$ cat src/rtl/refclk_alarm_pkg.sv
package refclk_alarm_pkg;
  localparam int NUM_INPUTS  = 4;
  localparam int PER_REG     = 2;
  localparam int NUM_REGS    = NUM_INPUTS / PER_REG;
  localparam int REG_W       = 8;
  localparam int SEL_W       = $clog2(NUM_INPUTS);
  localparam int RSEL_W      = (NUM_REGS > 1) ? $clog2(NUM_REGS) : 1;
  // bit positions inside one register, per slot
  localparam int LOCK_POS_LO = 0;
  localparam int ACT_POS_LO  = 1;
  localparam int LOCK_POS_HI = 4;
  localparam int ACT_POS_HI  = 5;

  typedef struct packed {
    logic act;
    logic lock;
  } alarm_pair_t;

  function automatic logic [REG_W-1:0] pack_reg(alarm_pair_t lo, alarm_pair_t hi);
    logic [REG_W-1:0] r;
    r = '0;
    r[LOCK_POS_LO] = lo.lock;
    r[ACT_POS_LO]  = lo.act;
    r[LOCK_POS_HI] = hi.lock;
    r[ACT_POS_HI]  = hi.act;
    return r;
  endfunction

  function automatic int lock_pos(int slot);
    return (slot == 0) ? LOCK_POS_LO : LOCK_POS_HI;
  endfunction
endpackage

$ cat src/rtl/refclk_lock_timer.sv
module refclk_lock_timer #(
  parameter int SEL_W = 2,
  parameter int TMO_W = 8
) (
  input  logic             clk,
  input  logic             rst_n,
  input  logic [SEL_W-1:0] sel_ref,
  input  logic             lock_ok,
  input  logic             sec_tick,
  input  logic [TMO_W-1:0] tmo_secs,
  output logic             fire
);
  logic [TMO_W-1:0] cnt_q;
  logic [SEL_W-1:0] sel_prev_q;
  logic             restart;
  logic [TMO_W:0]   cnt_inc;

  assign restart = lock_ok || (sel_ref != sel_prev_q);
  assign cnt_inc = {1'b0, cnt_q} + 1'b1;
  assign fire    = sec_tick && !restart && (cnt_inc >= {1'b0, tmo_secs});

  always_ff @(posedge clk or negedge rst_n) begin
    if (!rst_n) begin
      cnt_q      <= '0;
      sel_prev_q <= '0;
    end else begin
      sel_prev_q <= sel_ref;
      if (restart || fire) cnt_q <= '0;
      else if (sec_tick)   cnt_q <= cnt_inc[TMO_W-1:0];
    end
  end
endmodule

$ cat src/rtl/refclk_alarm_cell.sv
module refclk_alarm_cell #(
  parameter int AUTO_SECS = 128
) (
  input  logic clk,
  input  logic rst_n,
  input  logic bucket_hit,
  input  logic lock_set,
  input  logic sw_clr,
  input  logic sec_tick,
  input  logic auto_clr_en,
  output logic act_q,
  output logic lock_q,
  output logic valid_clr
);
  localparam int AUTO_W = (AUTO_SECS > 2) ? $clog2(AUTO_SECS) : 1;
  localparam logic [AUTO_W-1:0] AUTO_LAST = AUTO_W'(AUTO_SECS - 1);

  logic [AUTO_W-1:0] acnt_q;
  logic              auto_clr;
  logic              lock_d;

  assign auto_clr = lock_q && auto_clr_en && sec_tick && (acnt_q == AUTO_LAST);
  // set outranks any clear in the same cycle
  assign lock_d   = lock_set ? 1'b1 : ((sw_clr || auto_clr) ? 1'b0 : lock_q);

  always_ff @(posedge clk or negedge rst_n) begin
    if (!rst_n) begin
      act_q     <= 1'b1;
      lock_q    <= 1'b0;
      acnt_q    <= '0;
      valid_clr <= 1'b0;
    end else begin
      act_q     <= bucket_hit;
      lock_q    <= lock_d;
      valid_clr <= (bucket_hit && !act_q) || (lock_d && !lock_q);
      if (!lock_q || lock_set || sw_clr || !auto_clr_en || auto_clr) acnt_q <= '0;
      else if (sec_tick) acnt_q <= acnt_q + 1'b1;
    end
  end
endmodule

$ cat src/rtl/refclk_alarm_regs.sv
module refclk_alarm_regs
  import refclk_alarm_pkg::*;
#(
  parameter int TMO_W     = 8,
  parameter int AUTO_SECS = 128
) (
  input  logic                  clk,
  input  logic                  rst_n,
  input  logic [NUM_INPUTS-1:0] bucket_hit,
  input  logic [SEL_W-1:0]      sel_ref,
  input  logic                  lock_ok,
  input  logic                  sec_tick,
  input  logic [TMO_W-1:0]      cfg_lock_secs,
  input  logic                  auto_clr_en,
  input  logic [RSEL_W-1:0]     reg_sel,
  input  logic                  reg_wr,
  input  logic [REG_W-1:0]      reg_wdata,
  output logic [REG_W-1:0]      reg_rdata,
  output logic [NUM_INPUTS-1:0] valid_clr
);
  logic                  fire;
  logic [NUM_INPUTS-1:0] act_vec;
  logic [NUM_INPUTS-1:0] lock_vec;
  logic [REG_W-1:0]      reg_img [NUM_REGS];

  refclk_lock_timer #(.SEL_W(SEL_W), .TMO_W(TMO_W)) u_timer (
    .clk      (clk),
    .rst_n    (rst_n),
    .sel_ref  (sel_ref),
    .lock_ok  (lock_ok),
    .sec_tick (sec_tick),
    .tmo_secs (cfg_lock_secs),
    .fire     (fire)
  );

  for (genvar i = 0; i < NUM_INPUTS; i++) begin : g_in
    localparam int REG_IDX = i / PER_REG;
    localparam int SLOT    = i % PER_REG;
    logic sel_hit;
    logic clr_req;
    assign sel_hit = fire && (sel_ref == SEL_W'(i));
    assign clr_req = reg_wr && (reg_sel == RSEL_W'(REG_IDX))
                     && !reg_wdata[lock_pos(SLOT)];
    refclk_alarm_cell #(.AUTO_SECS(AUTO_SECS)) u_cell (
      .clk         (clk),
      .rst_n       (rst_n),
      .bucket_hit  (bucket_hit[i]),
      .lock_set    (sel_hit),
      .sw_clr      (clr_req),
      .sec_tick    (sec_tick),
      .auto_clr_en (auto_clr_en),
      .act_q       (act_vec[i]),
      .lock_q      (lock_vec[i]),
      .valid_clr   (valid_clr[i])
    );
  end

  for (genvar k = 0; k < NUM_REGS; k++) begin : g_reg
    alarm_pair_t lo, hi;
    assign lo = '{act: act_vec[2*k],   lock: lock_vec[2*k]};
    assign hi = '{act: act_vec[2*k+1], lock: lock_vec[2*k+1]};
    assign reg_img[k] = pack_reg(lo, hi);
  end

  always_comb begin
    reg_rdata = '0;
    for (int k = 0; k < NUM_REGS; k++)
      if (reg_sel == RSEL_W'(k)) reg_rdata = reg_img[k];
  end
endmodule

$ cat config.mk
export PLATFORM = sky130hd
export DESIGN_NAME = refclk_alarm_regs
export DESIGN_NICKNAME = d
export VERILOG_FILES = /design/src/rtl/refclk_alarm_pkg.sv /design/src/rtl/refclk_lock_timer.sv /design/src/rtl/refclk_alarm_cell.sv /design/src/rtl/refclk_alarm_regs.sv
export SDC_FILE = /design/constraint.sdc
export NUM_CORES = 1
export LEC_CHECK = 0
export ABC_AREA = 1
export ABC_CLOCK_PERIOD_IN_PS = 5400
export BUFFER_PORTS_ARGS = -buffer_cell sky130_fd_sc_hd__buf_4
export CAP_MARGIN = 30
export CORE_UTILIZATION = 40
export DETAILED_ROUTE_END_ITERATION = 10
export GPL_TIMING_DRIVEN = 0
export PLACE_DENSITY = 0.71
export SYNTH_ARGS = -nofsm -noshare
export SYNTH_HDL_FRONTEND = slang
export SYNTH_SLANG_ARGS = --single-unit
$ cat constraint.sdc
create_clock -name clk -period 5.4 [get_ports clk]
set_input_delay 0.81 -clock clk [delete_from_list [all_inputs] [get_ports clk]]
set_output_delay 0.81 -clock clk [all_outputs]
set_load 0.02 [all_outputs]
==> run_summary.xml, run 1 <==
<?xml version="1.0" encoding="UTF-8"?>
<metrics>
  <group name="cells_and_area">
    <metric name="antenna_cells" unit="">0</metric>
    <metric name="drive_gt1_share" unit="%">21.0</metric>
    <metric name="mostFrequentLayoutCells" unit="">sky130_fd_sc_hd__nand2_1 (55), sky130_fd_sc_hd__dfrtp_1 (46), sky130_fd_sc_hd__nor2_1 (44)</metric>
    <metric name="areaGrowthSynthToFinish" unit="%">15.7</metric>
    <metric name="commonest_non_fill_non_tap_cell_in_the_layout" unit="">sky130_fd_sc_hd__nand2_1</metric>
    <metric name="final_nets" unit="">403</metric>
    <metric name="final_cells" unit="">458</metric>
    <metric name="nFillCells" unit="">644</metric>
  </group>
  <group name="cts">
    <metric name="cts_hold_buf" unit="">0</metric>
    <metric name="clkTransAtPathRegs" unit="ns">0.09</metric>
    <metric name="numCtsBuffers" unit="">5</metric>
    <metric name="h-tree-depth" unit="">2</metric>
    <metric name="post_cts_buffers" unit="">0</metric>
    <metric name="clk_root_buffer_cell" unit="">sky130_fd_sc_hd__clkbuf_8</metric>
    <metric name="post_cts_resize_count" unit="">0</metric>
    <metric name="tritoncts" unit="">yes</metric>
    <metric name="cts_buffer_depth" unit="">2</metric>
    <metric name="cts_num_sinks" unit="">50</metric>
    <metric name="clk_latency" unit="ns">0.30</metric>
  </group>
  <group name="routing">
    <metric name="routedLengthMet1" unit="um">2270</metric>
    <metric name="drt_drc_violations_left" unit="">0</metric>
    <metric name="dr.max_layer_used" unit="">met4</metric>
    <metric name="met3WireLength" unit="um">152</metric>
    <metric name="wire_per_inst" unit="um">10.6</metric>
    <metric name="wl_met2" unit="um">2370</metric>
    <metric name="finalWirelength" unit="um">4860</metric>
    <metric name="vias" unit="">2072</metric>
    <metric name="viasPerCell" unit="">4.52</metric>
    <metric name="detailedRoute.firstPassIterationCount" unit="">4</metric>
    <metric name="first_iter_violations" unit="">39</metric>
    <metric name="antenna_violating_nets_post_route" unit="">0</metric>
  </group>
  <group name="yosys">
    <metric name="post_synth_edffs" unit="">0</metric>
    <metric name="synth.yosys.seq_area_share" unit="%">44.8</metric>
    <metric name="ys_seq_elements" unit="">50</metric>
    <metric name="synthFlopType" unit="">sky130_fd_sc_hd__dfrtp_1</metric>
    <metric name="avgSynthCellArea" unit="um2">8.71</metric>
    <metric name="ys_warn_count" unit="">0</metric>
    <metric name="synth.distinct_cells" unit="">34</metric>
    <metric name="synth.cell_area" unit="um2">2810</metric>
    <metric name="synth_cells" unit="">322</metric>
    <metric name="async_set_reset_flop_share_out_of_synthesis" unit="%">100</metric>
  </group>
  <group name="timing">
    <metric name="hold_viol_final" unit="">0</metric>
    <metric name="final_critical_path_setup_slack" unit="ns">2.97</metric>
    <metric name="finalSetupTns" unit="ns">0</metric>
    <metric name="max_freq" unit="GHz">0.411</metric>
    <metric name="setup_viol" unit="">0</metric>
    <metric name="final_min_period_over_clock_period" unit="%">45.0</metric>
    <metric name="post-route-min-period" unit="ns">2.43</metric>
    <metric name="clock_skew" unit="ns">0.00800</metric>
    <metric name="slew_viol_final" unit="">0</metric>
    <metric name="timing.slew.headroom" unit="%">59.5</metric>
    <metric name="grt_setup_unrepaired" unit="">false</metric>
    <metric name="timing_worst_slew_pin_value" unit="ns">0.607</metric>
  </group>
  <group name="pwr">
    <metric name="static_leakage" unit="uW">0.00158</metric>
    <metric name="max-vdd-ir-drop" unit="uV">73.5</metric>
    <metric name="powerDensity" unit="nW/um2">205</metric>
  </group>
  <group name="grt">
    <metric name="grt_pass1_wl" unit="um">8470</metric>
    <metric name="via_count_of_the_first_global_routing_pass" unit="">1908</metric>
    <metric name="grt.overflow.total" unit="">0</metric>
    <metric name="total_routing_usage_gr" unit="%">14.6</metric>
    <metric name="grt_antenna_before_repair" unit="">0</metric>
    <metric name="grt_max_degree" unit="">51</metric>
  </group>
  <group name="critical_path">
    <metric name="timing.setup.critical_path_class" unit="">flip-flop to flip-flop</metric>
    <metric name="worst_path_most_repeated_cell" unit="">sky130_fd_sc_hd__nand2_1</metric>
    <metric name="cp_num_cells" unit="">15</metric>
    <metric name="worstPathMaxFanout" unit="">8</metric>
    <metric name="cpLargestDelayFamily" unit="">simple AND/OR/NAND/NOR gates</metric>
    <metric name="worstPathArrival" unit="ns">2.62</metric>
    <metric name="crit_buf_inv" unit="">0</metric>
    <metric name="worstRegToRegCells" unit="">15</metric>
    <metric name="crit_path_end_kind" unit="">flip-flop</metric>
    <metric name="crit_slowest_cell" unit="">sky130_fd_sc_hd__dfrtp_1</metric>
    <metric name="slowest_delay" unit="ns">0.43</metric>
    <metric name="cp_data_required_time" unit="ns">5.59</metric>
    <metric name="critical_path.startpoint_type" unit="">flip-flop</metric>
    <metric name="path_cells" unit="">ha_1 &gt; nand3_2 &gt; xor2_1 &gt; ha_1 &gt; nand2_1 &gt; nor2_1 &gt; nand2_1 &gt; nand3_1 &gt; nand2_1 &gt; nand2_1 &gt; nand2_1 &gt; nand2_4 &gt; nand3_2 &gt; nand2_4 &gt; nor2_1</metric>
  </group>
  <group name="placement">
    <metric name="port_buffers" unit="">29</metric>
    <metric name="numPlacedInstances" unit="">450</metric>
    <metric name="gpl.final_weighted_congestion" unit="">0.815</metric>
    <metric name="hpwl_after_detailed_placement" unit="um">3690</metric>
    <metric name="dp_slack" unit="ns">2.96</metric>
  </group>
  <group name="floorplan">
    <metric name="floorplan.rows" unit="">30</metric>
    <metric name="die_w" unit="um">85.7</metric>
    <metric name="die_area" unit="um2">7350</metric>
    <metric name="initial_utilization" unit="%">41.3</metric>
    <metric name="coreArea" unit="um2">6790</metric>
    <metric name="ios" unit="">41</metric>
    <metric name="floorplan.die.height" unit="um">85.7</metric>
  </group>
  <group name="min_path">
    <metric name="hp-class" unit="">primary input to asynchronous set/reset pin</metric>
  </group>
  <group name="outcome">
    <metric name="run_status" unit="">completed</metric>
  </group>
  <group name="job">
    <metric name="max_cap_violations" unit="">0</metric>
  </group>
</metrics>
[worst paths after layout]
check	start	endpoint	slack, ns
min reg2reg	g_in[1].u_cell.acnt_q[6]	g_in[1].u_cell.acnt_q[6]	0.51
min	rst_n	u_timer.cnt_q[5]	0.51
max in group asynchronous	rst_n	g_in[1].u_cell.acnt_q[3]	4.47
min in group clk	g_in[1].u_cell.acnt_q[6]	g_in[1].u_cell.acnt_q[6]	0.51
max	u_timer.cnt_q[0]	g_in[3].u_cell.acnt_q[0]	2.97
max reg2reg	u_timer.cnt_q[0]	g_in[3].u_cell.acnt_q[0]	2.97
[per-stage QoR]
stage                     cell area, um2  utilization (%)  power [uW]  hold WS (ns)
after floorplan                     2820                -         423         0.471
after global placement              3150             46.4         453         0.493
after detailed placement            3150             46.4         454         0.500
after CTS                           3250             47.8         678         0.520
after global routing                3250             47.8         697         0.539
final                               3250             47.8         666         0.512
[power breakdown]
part / internal (uW) / leakage [uW] / switching, uW
combinational: 26.8 / 0.000852 / 37.5
clock: 103 / 0.0000482 / 116
sequential: 380 / 0.000676 / 1.94
total: 510 / 0.00158 / 156
[metal layers]
layer	GRT usage (%)	vias up
met5	0	-
met4	4.09	0
met1	18.0	959
met3	3.85	5
li1	-	1084
met2	25.4	24
[final cells by class]
| class | instances | area [um2] | share of cell area [%] |
|---|---|---|---|
| multi-input cells | 219 | 1310 | 40.2 |
| flip-flops and latches | 50 | 1260 | 38.7 |
| repair buffers | 29 | 218 | 6.71 |
| inverters | 44 | 165 | 5.09 |
| well taps | 96 | 120 | 3.70 |
| plain buffers | 12 | 88.8 | 2.74 |
| clock buffers | 7 | 86.3 | 2.66 |
| clock inverters | 1 | 5.00 | 0.154 |
[cell usage after synthesis (4+ instances only)]
library cell	count	area share (%)
sky130_fd_sc_hd__xor2_1	13	4.1
sky130_fd_sc_hd__nor3_1	7	1.2
sky130_fd_sc_hd__nand3_1	14	2.5
sky130_fd_sc_hd__mux2i_1	4	1.4
sky130_fd_sc_hd__nand3_2	5	1.8
sky130_fd_sc_hd__dfstp_2	4	3.7
sky130_fd_sc_hd__nand2_1	55	7.4
sky130_fd_sc_hd__o21ai_0	7	1.2
sky130_fd_sc_hd__xnor2_1	9	2.8
sky130_fd_sc_hd__dfrtp_1	46	41
sky130_fd_sc_hd__ha_1	13	5.8
sky130_fd_sc_hd__inv_1	43	5.8
sky130_fd_sc_hd__nand2_4	5	2.0
sky130_fd_sc_hd__buf_4	9	2.4
sky130_fd_sc_hd__nand4_1	9	2.0
sky130_fd_sc_hd__a21oi_1	6	1.1
sky130_fd_sc_hd__or2_2	4	0.89
sky130_fd_sc_hd__nor2_1	44	5.9
[sequential cells by signal, indices dropped and copies added, names as in the netlist]
name / flops
u_timer.cnt_q: 8
g_in.u_cell.acnt_q: 28
g_in.u_cell.act_q: 4
g_in.u_cell.lock_q: 4
u_timer.sel_prev_q: 2
g_in.u_cell.valid_clr: 4
[cells by family after synthesis]
family                     share of synthesized area, %
xor gates and xnor gates                           6.87
other                                             0.134
AOI/OAI and AO/OA                                  3.88
and+or+nand+nor                                    28.1
muxes                                              1.43
buffers and inverters                              9.05
DFF                                                44.8
adders and majority gates                          5.80
Power figures use the tool's default switching activity.
==> run 2: changes to the inputs <==
--- a/config.mk
+++ b/config.mk
@@ -6,7 +6,7 @@
 export NUM_CORES = 1
 export LEC_CHECK = 0
 export ABC_AREA = 1
-export ABC_CLOCK_PERIOD_IN_PS = 5400
+export ABC_CLOCK_PERIOD_IN_PS = 2450
 export BUFFER_PORTS_ARGS = -buffer_cell sky130_fd_sc_hd__buf_4
 export CAP_MARGIN = 30
 export CORE_UTILIZATION = 40
==> constraint.sdc (replaced) <==
create_clock -name clk -period 2.45 [get_ports clk]
set_input_delay 0.3675 -clock clk [delete_from_list [all_inputs] [get_ports clk]]
set_output_delay 0.3675 -clock clk [all_outputs]
set_load 0.02 [all_outputs]
==> run 2 against run 1 <==
  * First-iteration DRC count grew 2.6%
  * Flip-flop and latch count unchanged
  * Critical path depth decreased by 3
  * Clock skew about the same
  * Fmax rose by 6.7%
  * Clock power increased by 120%
  * Combinational power rose by 130%
  * Register-to-register slack worse by 2.8 ns
  * Power is 120% higher
  * Final cell count rose by 0.87%
  * Global-route usage barely moved
  * Die area stayed put
  * Critical endpoint is now g_in[3].u_cell.valid_clr
  * Largest cell class unchanged
  * Highest routed layer unchanged
==> run_summary.xml, run 2 (synthesized netlist as in run 1, its figures left out) <==
<?xml version="1.0" encoding="UTF-8"?>
<metrics>
  <group name="outcome">
    <metric name="run_status" unit="">completed</metric>
  </group>
  <group name="routing">
    <metric name="antenna_violating_nets_post_route" unit="">0</metric>
    <metric name="wire_per_inst" unit="um">10.8</metric>
    <metric name="first_iter_violations" unit="">40</metric>
    <metric name="viasPerCell" unit="">4.56</metric>
    <metric name="finalWirelength" unit="um">4990</metric>
    <metric name="vias" unit="">2105</metric>
    <metric name="detailedRoute.firstPassIterationCount" unit="">4</metric>
    <metric name="drt_drc_violations_left" unit="">0</metric>
  </group>
  <group name="placement">
    <metric name="port_buffers" unit="">29</metric>
    <metric name="hpwl_after_detailed_placement" unit="um">3690</metric>
    <metric name="gpl.final_weighted_congestion" unit="">0.815</metric>
    <metric name="dp_slack" unit="ns">0.0145</metric>
  </group>
  <group name="floorplan">
    <metric name="ios" unit="">41</metric>
    <metric name="initial_utilization" unit="%">41.3</metric>
    <metric name="die_area" unit="um2">7350</metric>
    <metric name="die_w" unit="um">85.7</metric>
    <metric name="coreArea" unit="um2">6790</metric>
    <metric name="floorplan.rows" unit="">30</metric>
    <metric name="floorplan.die.height" unit="um">85.7</metric>
  </group>
  <group name="pwr">
    <metric name="max-vdd-ir-drop" unit="uV">166</metric>
    <metric name="static_leakage" unit="uW">0.00161</metric>
    <metric name="powerDensity" unit="nW/um2">444</metric>
    <metric name="fin_total_pwr" unit="uW">1470</metric>
  </group>
  <group name="timing">
    <metric name="clock_skew" unit="ns">0.00828</metric>
    <metric name="post_route_hold_slack" unit="ns">0.0696</metric>
    <metric name="timing_worst_slew_pin_value" unit="ns">0.610</metric>
    <metric name="final_critical_path_setup_slack" unit="ns">0.173</metric>
    <metric name="timing.slew.headroom" unit="%">59.3</metric>
    <metric name="post-route-min-period" unit="ns">2.28</metric>
    <metric name="setup_viol" unit="">0</metric>
    <metric name="slew_viol_final" unit="">0</metric>
    <metric name="final_min_period_over_clock_period" unit="%">93.0</metric>
    <metric name="max_freq" unit="GHz">0.439</metric>
    <metric name="hold_viol_final" unit="">0</metric>
  </group>
  <group name="critical_path">
    <metric name="worstPathArrival" unit="ns">2.48</metric>
    <metric name="timing.setup.critical_path_class" unit="">flip-flop to flip-flop</metric>
    <metric name="cp_data_required_time" unit="ns">2.65</metric>
    <metric name="critical_path.startpoint_type" unit="">flip-flop</metric>
    <metric name="crit_path_end_kind" unit="">flip-flop</metric>
    <metric name="worstPathMaxFanout" unit="">7</metric>
  </group>
  <group name="cts">
    <metric name="clk_latency" unit="ns">0.30</metric>
    <metric name="clkTransAtPathRegs" unit="ns">0.09</metric>
    <metric name="h-tree-depth" unit="">2</metric>
    <metric name="clk_root_buffer_cell" unit="">sky130_fd_sc_hd__clkbuf_8</metric>
    <metric name="tritoncts" unit="">yes</metric>
    <metric name="cts_num_sinks" unit="">50</metric>
    <metric name="numCtsBuffers" unit="">5</metric>
    <metric name="cts_buffer_depth" unit="">2</metric>
  </group>
  <group name="grt">
    <metric name="grt_pass1_wl" unit="um">8470</metric>
    <metric name="grt.overflow.total" unit="">0</metric>
    <metric name="total_routing_usage_gr" unit="%">14.7</metric>
    <metric name="grt_antenna_before_repair" unit="">0</metric>
    <metric name="via_count_of_the_first_global_routing_pass" unit="">1908</metric>
    <metric name="grt_max_degree" unit="">51</metric>
  </group>
  <group name="cells_and_area">
    <metric name="register_with_the_most_flip_flops" unit="">g_in.u_cell.acnt_q</metric>
    <metric name="nFillCells" unit="">639</metric>
    <metric name="mostFrequentLayoutCells" unit="">sky130_fd_sc_hd__nand2_1 (54), sky130_fd_sc_hd__dfrtp_1 (46), sky130_fd_sc_hd__nor2_1 (44)</metric>
    <metric name="utilization_after_layout" unit="%">48.9</metric>
    <metric name="drive_gt1_share" unit="%">22.7</metric>
    <metric name="antenna_cells" unit="">0</metric>
    <metric name="biggestRegsByFlops" unit="">g_in.u_cell.acnt_q: 28 flops, u_timer.cnt_q: 8 flops</metric>
    <metric name="areaGrowthSynthToFinish" unit="%">18.5</metric>
    <metric name="final_nets" unit="">407</metric>
    <metric name="largest_register_ff_count" unit="">28</metric>
    <metric name="commonest_non_fill_non_tap_cell_in_the_layout" unit="">sky130_fd_sc_hd__nand2_1</metric>
  </group>
  <group name="job">
    <metric name="max_cap_violations" unit="">0</metric>
  </group>
  <group name="min_path">
    <metric name="hp-class" unit="">primary input to asynchronous set/reset pin</metric>
  </group>
</metrics>
==> run 2: stage by stage <==
stage / TNS, ns / area, um2 / instances
finish: 0 / 3320 / 462
global route: -0.178 / 3320 / 462
CTS: 0 / 3250 / 458
detailed placement: 0 / 3150 / 450
global placement: 0 / 3150 / 450
floorplan: 0 / 2820 / 325
==> run 2: worst paths after layout <==
check,from,end,slack [ns],cells past startpoint
min in group clk,bucket_hit[0],g_in[0].u_cell.act_q,0.18,1
worst max-delay path,u_timer.cnt_q[0],g_in[3].u_cell.valid_clr,0.17,12
worst min register to register,g_in[1].u_cell.acnt_q[6],g_in[1].u_cell.acnt_q[6],0.51,2
max in group asynchronous,rst_n,g_in[1].u_cell.acnt_q[3],1.96,1
worst max register to register,u_timer.cnt_q[0],g_in[3].u_cell.valid_clr,0.17,12
worst min-delay path,rst_n,u_timer.cnt_q[5],0.07,1
==> run 2: per-layer routing <==
metal	up-vias	GRT usage, %	part of all wire [%]
met2	28	25.5	49
met3	5	3.85	3.1
li1	1093	-	-
met1	979	18.0	46
met5	-	0	0
met4	0	4.09	1.1
==> run 2: layout make-up <==
class / count / area [um2] / share of cell area, %
Multi-Input combinational cell: 219 / 1350 / 40.7
Sequential cell: 50 / 1260 / 37.8
Timing Repair Buffer: 33 / 248 / 7.45
Inverter: 44 / 165 / 4.97
Tap cell: 96 / 120 / 3.61
Buffer: 12 / 88.8 / 2.67
Clock buffer: 7 / 86.3 / 2.60
Clock inverter: 1 / 5.00 / 0.151
==> run 2: worst max-delay path, stage by stage (launching register included) <==
cell and delay, ns:
sky130_fd_sc_hd__dfrtp_1 0.44, sky130_fd_sc_hd__ha_2 0.23, sky130_fd_sc_hd__nand3_2 0.10, sky130_fd_sc_hd__nor2_2 0.17, sky130_fd_sc_hd__xor2_1 0.24, sky130_fd_sc_hd__ha_1 0.29
sky130_fd_sc_hd__a21oi_1 0.15, sky130_fd_sc_hd__nand2_1 0.10, sky130_fd_sc_hd__nand2_4 0.11, sky130_fd_sc_hd__nand2_8 0.08, sky130_fd_sc_hd__buf_4 0.16, sky130_fd_sc_hd__nand4_1 0.07
sky130_fd_sc_hd__nand2_1 0.05
==> run 2: power by group <==
part | switching [uW] | internal (uW)
Combinational | 85.1 | 61.1
Clock | 259 | 228
Sequential | 4.38 | 837
Total | 348 | 1130
==> run 2: timing repair <==
item,in CTS,in global routing
hold buffers,0,0
gates resized for setup,1,7
endpoints found under the setup margin,2,36
setup buffers,0,4
pin swaps,1,6
